**src/rtl/addrgen_pkg.sv**
```systemverilog
package addrgen_pkg;
  localparam int ADDR_W  = 14;
  localparam int BUS_W   = 16;
  localparam int NUM_PTR = 4;
  localparam int SEL_W   = $clog2(NUM_PTR);

  typedef enum logic [1:0] {
    FILE_IDX  = 2'd0,
    FILE_MOD  = 2'd1,
    FILE_LEN  = 2'd2,
    FILE_NONE = 2'd3
  } regFile_e;

  typedef struct packed {
    logic [NUM_PTR-1:0] wrIdx;
    logic [NUM_PTR-1:0] wrMod;
    logic [NUM_PTR-1:0] wrLen;
    logic [NUM_PTR-1:0] updIdx;
    logic [SEL_W-1:0]   ptrSel;
    logic [SEL_W-1:0]   modSel;
    logic               outEn;
    logic               toPm;
    logic               revOut;
  } strobes_t;
endpackage

```
**src/rtl/addrgen_ctrl.sv**
```systemverilog
module addrgen_ctrl
  import addrgen_pkg::*;
#(
  parameter bit DUAL_MEM = 1'b0
) (
  input  logic             busWrEn,
  input  logic [1:0]       busFile,
  input  logic [SEL_W-1:0] busIdx,
  input  logic             accessEn,
  input  logic [SEL_W-1:0] accPtr,
  input  logic [SEL_W-1:0] accMod,
  input  logic             accToPm,
  input  logic             bitRevMode,
  output strobes_t         stb
);
  regFile_e fileSel;
  logic     pmRoute;
  logic     revRoute;

  assign fileSel = regFile_e'(busFile);

  generate
    if (DUAL_MEM) begin : g_dual
      assign pmRoute  = accToPm;
      assign revRoute = 1'b0;
    end else begin : g_dataOnly
      assign pmRoute  = 1'b0;
      assign revRoute = bitRevMode;
    end
  endgenerate

  always_comb begin
    stb = '0;
    for (int i = 0; i < NUM_PTR; i++) begin
      stb.wrIdx[i]  = busWrEn && (fileSel == FILE_IDX) && (busIdx == SEL_W'(i));
      stb.wrMod[i]  = busWrEn && (fileSel == FILE_MOD) && (busIdx == SEL_W'(i));
      stb.wrLen[i]  = busWrEn && (fileSel == FILE_LEN) && (busIdx == SEL_W'(i));
      stb.updIdx[i] = accessEn && (accPtr == SEL_W'(i)) && !stb.wrIdx[i];
    end
    stb.ptrSel = accPtr;
    stb.modSel = accMod;
    stb.outEn  = accessEn;
    stb.toPm   = pmRoute;
    stb.revOut = revRoute;
  end
endmodule

```
**src/rtl/addrgen_dp.sv**
```systemverilog
module addrgen_dp
  import addrgen_pkg::*;
(
  input  logic                            clk,
  input  logic                            rstN,
  input  strobes_t                        stb,
  input  logic [1:0]                      busFile,
  input  logic [SEL_W-1:0]                busIdx,
  input  logic [BUS_W-1:0]                busWrData,
  output logic [BUS_W-1:0]                busRdData,
  output logic [ADDR_W-1:0]               dmAddr,
  output logic                            dmValid,
  output logic [ADDR_W-1:0]               pmAddr,
  output logic                            pmValid,
  output logic [NUM_PTR-1:0][ADDR_W-1:0]  idxFile,
  output logic [ADDR_W-1:0]               modCur,
  output logic [ADDR_W-1:0]               lenCur
);
  localparam int EXT_W = ADDR_W + 2;

  logic [ADDR_W-1:0] idxRegs [NUM_PTR];
  logic [ADDR_W-1:0] modRegs [NUM_PTR];
  logic [ADDR_W-1:0] lenRegs [NUM_PTR];
  logic [ADDR_W-1:0] idxCur, nextIdx, baseAddr, outAddr, revAddr, lowMask;
  logic signed [EXT_W-1:0] sumExt, baseExt, endExt, lenExt;

  function automatic logic [ADDR_W-1:0] maskFor(input logic [ADDR_W-1:0] len);
    logic [ADDR_W-1:0] m;
    m = '0;
    for (int k = 0; k < ADDR_W; k++)
      if ((ADDR_W+1)'(len) > ((ADDR_W+1)'(1) << k)) m[k] = 1'b1;
    return m;
  endfunction

  assign idxCur   = idxRegs[stb.ptrSel];
  assign modCur   = modRegs[stb.modSel];
  assign lenCur   = lenRegs[stb.ptrSel];
  assign lowMask  = maskFor(lenCur);
  assign baseAddr = idxCur & ~lowMask;

  always_comb begin
    sumExt  = $signed({2'b00, idxCur}) + $signed({{2{modCur[ADDR_W-1]}}, modCur});
    baseExt = $signed({2'b00, baseAddr});
    lenExt  = $signed({2'b00, lenCur});
    endExt  = baseExt + lenExt;
    if (lenCur == '0)            nextIdx = sumExt[ADDR_W-1:0];
    else if (sumExt >= endExt)   nextIdx = ADDR_W'(sumExt - lenExt);
    else if (sumExt < baseExt)   nextIdx = ADDR_W'(sumExt + lenExt);
    else                         nextIdx = sumExt[ADDR_W-1:0];
  end

  genvar g;
  generate
    for (g = 0; g < ADDR_W; g++) begin : g_rev
      assign revAddr[g] = idxCur[ADDR_W-1-g];
    end
    for (g = 0; g < NUM_PTR; g++) begin : g_regs
      always_ff @(posedge clk or negedge rstN) begin
        if (!rstN) begin
          idxRegs[g] <= '0;
          modRegs[g] <= '0;
          lenRegs[g] <= '0;
        end else begin
          if (stb.wrIdx[g])       idxRegs[g] <= busWrData[ADDR_W-1:0];
          else if (stb.updIdx[g]) idxRegs[g] <= nextIdx;
          if (stb.wrMod[g])       modRegs[g] <= busWrData[ADDR_W-1:0];
          if (stb.wrLen[g])       lenRegs[g] <= busWrData[ADDR_W-1:0];
        end
      end
      assign idxFile[g] = idxRegs[g];
    end
  endgenerate

  assign outAddr = stb.revOut ? revAddr : idxCur;
  assign dmValid = stb.outEn && !stb.toPm;
  assign pmValid = stb.outEn && stb.toPm;
  assign dmAddr  = dmValid ? outAddr : '0;
  assign pmAddr  = pmValid ? idxCur : '0;

  always_comb begin
    unique case (regFile_e'(busFile))
      FILE_IDX: busRdData = BUS_W'(idxRegs[busIdx]);
      FILE_MOD: busRdData = BUS_W'(modRegs[busIdx]);
      FILE_LEN: busRdData = BUS_W'(lenRegs[busIdx]);
      default:  busRdData = '0;
    endcase
  end
endmodule

```
**src/rtl/addrgen.sv**
```systemverilog
module addrgen
  import addrgen_pkg::*;
#(
  parameter bit DUAL_MEM = 1'b0
) (
  input  logic              clk,
  input  logic              rstN,
  input  logic              busWrEn,
  input  logic [1:0]        busFile,
  input  logic [SEL_W-1:0]  busIdx,
  input  logic [BUS_W-1:0]  busWrData,
  output logic [BUS_W-1:0]  busRdData,
  input  logic              accessEn,
  input  logic [SEL_W-1:0]  accPtr,
  input  logic [SEL_W-1:0]  accMod,
  input  logic              accToPm,
  input  logic              bitRevMode,
  output logic [ADDR_W-1:0] dmAddr,
  output logic              dmValid,
  output logic [ADDR_W-1:0] pmAddr,
  output logic              pmValid
);
  strobes_t                       stb;
  logic [NUM_PTR-1:0][ADDR_W-1:0] idxFile;
  logic [ADDR_W-1:0]              modCur;
  logic [ADDR_W-1:0]              lenCur;

  addrgen_ctrl #(.DUAL_MEM(DUAL_MEM)) u_ctrl (
    .busWrEn(busWrEn), .busFile(busFile), .busIdx(busIdx),
    .accessEn(accessEn), .accPtr(accPtr), .accMod(accMod),
    .accToPm(accToPm), .bitRevMode(bitRevMode), .stb(stb)
  );

  addrgen_dp u_dp (
    .clk(clk), .rstN(rstN), .stb(stb), .busFile(busFile), .busIdx(busIdx),
    .busWrData(busWrData), .busRdData(busRdData),
    .dmAddr(dmAddr), .dmValid(dmValid), .pmAddr(pmAddr), .pmValid(pmValid),
    .idxFile(idxFile), .modCur(modCur), .lenCur(lenCur)
  );
endmodule

```
**config.mk**
```make
export PLATFORM = sky130hd
export DESIGN_NAME = addrgen
export DESIGN_NICKNAME = d
export VERILOG_FILES = /design/src/rtl/addrgen_pkg.sv /design/src/rtl/addrgen_ctrl.sv /design/src/rtl/addrgen_dp.sv /design/src/rtl/addrgen.sv
export SDC_FILE = /design/constraint.sdc
export NUM_CORES = 1
export LEC_CHECK = 0
export ABC_AREA = 1
export CAP_MARGIN = 25
export CORE_MARGIN = 2
export CORE_UTILIZATION = 50
export CTS_BUF_LIST = sky130_fd_sc_hd__clkbuf_8
export CTS_CLUSTER_SIZE = 8
export DETAILED_ROUTE_END_ITERATION = 12
export MAX_ROUTING_LAYER = met4
export PLACE_DENSITY = 0.69
export SYNTH_ARGS = -nofsm -noshare
export SYNTH_HDL_FRONTEND = slang
export SYNTH_HIERARCHICAL = 1
export SYNTH_SLANG_ARGS = --single-unit
```
**constraint.sdc**
```tcl
create_clock -name clk -period 11.25 [get_ports clk]
set_input_delay 3.375 -clock clk [delete_from_list [all_inputs] [get_ports clk]]
set_output_delay 3.375 -clock clk [all_outputs]
set_load 0.05 [all_outputs]
```
After elaboration in Yosys (flattened, before gate mapping)

Index checks and enable logic that the tools add are counted.

$add $sub $neg: 4
Multiply operators: 0
Div/mod/pow operators: 0
Order comparisons: 19
Equality and inequality tests: 8
Shift operators: 0
Multiplexer cells: 46
Bitwise logic cells: 5
Reduce and logical (&&, ||, !) cells: 35

Operator list:

| operator               | count |
|---|---|
| $mux W14               | 25 |
| $bmux W14 S2           | 6 |
| $pmux W14 S3           | 1 |
| $logic_and A1 B1 Y1    | 23 |
| $add A15 B14 Y16       | 1 |
| $ge A16 B16 Y1         | 1 |
| $lt A16 B15 Y1         | 1 |
| $add A14 B14 Y15       | 1 |
| $add A14 B14 Y14       | 1 |
| $and A14 B14 Y14       | 1 |
| $gt A14 B1 Y1 const B  | 1 |
| $gt A14 B10 Y1 const B | 1 |
| $gt A14 B11 Y1 const B | 1 |
| $gt A14 B12 Y1 const B | 1 |
| $gt A14 B13 Y1 const B | 1 |
| $gt A14 B14 Y1 const B | 1 |
| $gt A14 B2 Y1 const B  | 1 |
| $gt A14 B3 Y1 const B  | 1 |
| $gt A14 B4 Y1 const B  | 1 |
| $gt A14 B5 Y1 const B  | 1 |
| $gt A14 B6 Y1 const B  | 1 |
| $gt A14 B7 Y1 const B  | 1 |
| $gt A14 B8 Y1 const B  | 1 |
| $gt A14 B9 Y1 const B  | 1 |
| 11 further kinds       | 42 |

Register bits after elaboration: 168
Latch bits: 0
Bits in writable memories: 0
ROM bits: 0
Input bits: 30
Output and inout bits: 46
Logic and storage cells: 129
Memories: 0

Logic depth before layout (Yosys ltp)

Word-level depth: 14
Mapped depth: 46
Mapped depth without buffers: 42

Cells and area by module

Netlist, hierarchy kept.

By module, submodules not included:

| module       | instances | cells each | area each (sq um) | sequential area each (sq um) |
|---|---|---|---|---|
| addrgen_dp   | 1         | 1899       | 13684.4           | 4204.0 |
| addrgen_ctrl | 1         | 50         | 230.2             | 0.0 |

Worst setup path before layout

Ideal clock, no wire load.

Path kind: input-to-output
From: input port accPtr[0]
To: output port dmAddr[11]
Arrival: 5.754 ns
Data required time: 7.875 ns
Setup slack: 2.121 ns
Cell stages on the path: 10
Buffers on the path: 6
Path through: buf_4 buf_6 buf_4 buf_2 buf_1 buf_1 nand2_1 a32oi_1 o21ai_0 a21oi_1

Word-level cells in the longest chain between the ends: 6

RTL lines:

| element                                      | line             | text |
|---|---|---|
| start, declared                              | addrgen.sv:14    | `input logic [SEL_W-1:0] accPtr,` |
| $not A2 Y3 (implied by the code)             | addrgen_dp.sv:35 | `assign idxCur = idxRegs[stb.ptrSel];` |
| $bmux W14 S2                                 | addrgen_dp.sv:35 |  |
| $mux W14 (implied by the code) (2 in series) | addrgen_dp.sv:35 |  |
| $mux W14                                     | addrgen_dp.sv:74 | `assign outAddr = stb.revOut ? revAddr : idxCur;` |
| $mux W14                                     | addrgen_dp.sv:77 | `assign dmAddr = dmValid ? outAddr : '0;` |
| end, declared                                | addrgen.sv:18    | `output logic [ADDR_W-1:0] dmAddr,` |

No other way between the ends. The select of a mux whose other input is x is not followed.

Final worst setup path

From: input port accPtr[1]
To: output port dmAddr[12]

The elaborated chain is that of the path after synthesis.

==> run_results.csv <==
group,metric,value,unit
layout,n_antenna_cell,0,
synth,syn_avg_cell_area,7.139,um^2
job,max_cap_viol_count,0,
timing,fmax,0.09932,GHz
clock_network,cts_hold_buf,0,
place,dpl.hpwl,31.46,mm
clock_network,ctsResizeCount,0,
layout,final_layout_size_suffix_gt1_share,10.24,%
synth,ys_ff_latch,168,
routing,drt_iter0_drc,1458,
timing,hold_viol,0,
setup_path,worstPathArrival,6.69,ns
timing,worstMarginPinSlew,1.073,ns
routing,ant_nets,0,
synth,ys_top_cells_by_count,"345 x nand2_1, 241 x inv_1, 229 x a21oi_1",
routing,drc,0,
layout,syn2layout_area_growth,8.021,%
synth,yosys-top-cells-area,"dfrtp_1 30%, nand2_1 9.3%, a21oi_1 8.2%",
timing,rsz0062_at_grt,"no",
synth,yosysMostFrequentCell,"nand2_1",
synth,yosysTopAreaCell,"dfrtp_1",
setup_path,crit_path_max_fanout,43,
layout,finalNetCount,2048,
global_routing,grt_antenna_before_repair,0,
clock_network,cts-root-buf,"clkbuf_8",
setup_path,crit_start,"accPtr[1]",
setup_path,reg2reg_from,"u_dp/lenRegs[42]",
timing,min_period_over_period,89.50,%
floorplan,die_y,170.8,um
setup_path,criticalPathCategory,"input port to output pin",
place,dp_cells,2290,
worst_hold_path,hold_depth,2,
floorplan,num_io_pins,76,
routing,wl,43.83,mm
routing,viasPerCell,5.823,
timing,finalMaxSlewViolations,0,
routing,dr.pass1.iters,7,
clock_network,clk_latency,0.47,ns
synth,synth_cells,1949,
floorplan,initial_core_util,50.36,%
synth,synth_cell_type_count,52,
floorplan,core.rowCount,61,
setup_path,rr_endpoint,"u_dp/idxFile[14]",
setup_path,worst_r2r_path_depth,38,
worst_hold_path,min_path_type,"flip-flop to flip-flop",
floorplan,fp.dieW,170.8,um
clock_network,cts_max_level,4,
synth,yosysTopAreaCellShare,30.21,%
floorplan,die_area,29180,um^2
setup_path,cp.required,7.88,ns
pwr,p_leak,7.228,nW
clock_network,tritoncts,"done",
setup_path,r2r_slack,5.34,ns
synth,yosysSeqAreaShare,30.21,%
global_routing,gr-usage-all-layers,31.22,%
global_routing,grt_max_degree,76,
synth,synth_edf_count,0,
clock_network,clock-sinks,168,
setup_path,worst_path_dominant_cell_family,"buffers and inverters",
timing,max-slew-margin-rel,28.39,%
clock_network,cts_buffers,17,
timing,min_period,10.07,ns
timing,setup_violations,0,
clock_network,clk_pin_slew,0.10,ns
setup_path,cp_slowest_cell,"clkdlybuf4s50_1",
pwr,p_per_area,243.7,nW/um^2
setup_path,crit_chain,"clkdlybuf4s50_1, buf_4, inv_2, a21oi_1, a32oi_1, inv_1, a21oi_1, clkdlybuf4s50_1",
outcome,status,"completed",
place,port_buffers,55,
worst_hold_path,hp-start,"u_dp/idxFile[10]",
setup_path,cp.buffers_inverters,5,
routing,wl_per_cell,18.88,um
layout,fin_cells,2321,
global_routing,grt_pass1_vias,12570,
setup_path,cp-end-kind,"output pin",
synth,synthArstFlopShare,100.0,%
clock_network,postCtsSetupBuffers,0,
synth,synth_ff_type,"dfrtp_1",
setup_path,cpPeakStageDelay,0.83,ns
setup_path,worstSetupStartpointType,"input port",
pwr,vdd_drop_max,0.0001192,V
routing,num_vias,13520,
worst_hold_path,hold_path_end,"u_dp/idxFile[10]",
global_routing,grt.overflow.total,0,
timing,finalSetupTns,0,ns
timing,clock-skew-final,0.01770,ns
synth,synth_area,13910,um^2
place,place_congestion,0.9412,
synth,yosysWarnings,6,
global_routing,grt_pass1_wl,68.81,mm
floorplan,core,27630,um^2
clock_network,cts_buffer_depth,2,
==> worst max path at each step <==
stage                       endpoint  slack [ns]  cells past startpoint
after floorplan           dmAddr[11]        2.12                     10
after global placement    dmAddr[12]        1.28                      8
after detailed placement  dmAddr[12]        1.24                      8
after CTS                 dmAddr[12]        1.23                      8
after global routing      dmAddr[12]        1.02                      8
final                     dmAddr[12]        1.18                      8
==> cell families after synthesis <==
| group | after synthesis | share of synthesized area (%) |
|---|---|---|
| AOI/OAI and AO/OA | 566 | 22.73 |
| xor gates and xnor gates | 42 | 2.644 |
| adders and majority gates | 87 | 8.039 |
| DFF | 168 | 30.21 |
| buffers and inverters | 373 | 10.94 |
| and+or+nand+nor | 658 | 21.09 |
| other | 2 | 0.05397 |
| muxes | 53 | 4.289 |
==> worst reg2reg max path: cells and delay by family (launching register included) <==
family | cells | cell delay (ns)
compound gates | 8 | 1.70
xor+xnor | 1 | 0.15
fa+ha+maj | 2 | 0.61
buf+inv | 6 | 0.63
flops | 1 | 0.36
simple gates | 21 | 2.36
==> layer usage <==
layer  part of all wire [%]  global-route usage [%]  vias up
met5                      0                       -        -
met4                    3.4                   10.94        0
met2                     45                   48.11      523
met3                    6.7                   3.979       79
li1                       -                       -     6464
met1                     45                   42.49     6450
==> cell usage in the layout, fill, tap and decap left out, types with 5 or more instances in the layout <==
cell type and instances:
a211o_1 14, a21o_1 5, a21oi_1 229, a22oi_1 56
a32oi_1 16, buf_4 32, clkbuf_8 18, clkdlybuf4s50_1 51
dfrtp_1 168, ha_1 83, inv_1 242, mux2_2 53
nand2_1 345, nand2_2 34, nand3_1 108, nand3_2 23
nor2_1 112, nor2_2 7, nor3_1 15, o21ai_0 222
xnor2_1 11, xor2_1 31
==> flip-flops by register name, summed over array words and instances, names as in the netlist <==
name          cells
u_dp/lenRegs     56
u_dp/modRegs     56
u_dp/idxFile     56
==> metrics by stage <==
step / setup WS [ns] / total power [mW] / util [%] / instance area, um^2 / hold slack (ns)
floorplan: 2.121 / 2.608 / - / 13920 / 0.4691
global placement: 1.275 / 3.099 / 52.82 / 14590 / 0.4876
detailed placement: 1.243 / 3.150 / 52.86 / 14610 / 0.4887
CTS: 1.230 / 3.636 / 54.40 / 15030 / 0.5162
global route: 1.015 / 3.981 / 54.40 / 15030 / 0.5334
finish: 1.181 / 3.663 / 54.40 / 15030 / 0.5140
==> area by class of cell <==
| cell class | instances | area, um^2 |
|---|---|---|
| Clock buffer | 18 | 247.7 |
| Clock inverter | 13 | 177.7 |
| Fill cell | 2703 | 12600 |
| Inverter | 246 | 925.9 |
| Multi-Input combinational cell | 1409 | 8194 |
| Sequential cell | 168 | 4204 |
| Tap cell | 378 | 473.0 |
| Timing Repair Buffer | 89 | 808.3 |
==> where the power goes <==
part           total [mW]  switching (mW)  internal (mW)
logic                2.27            1.47          0.798
registers           0.914           0.122          0.792
clock network       0.477           0.231          0.246
total                3.66            1.83           1.84
No activity file was read; power rests on OpenSTA's default activity.
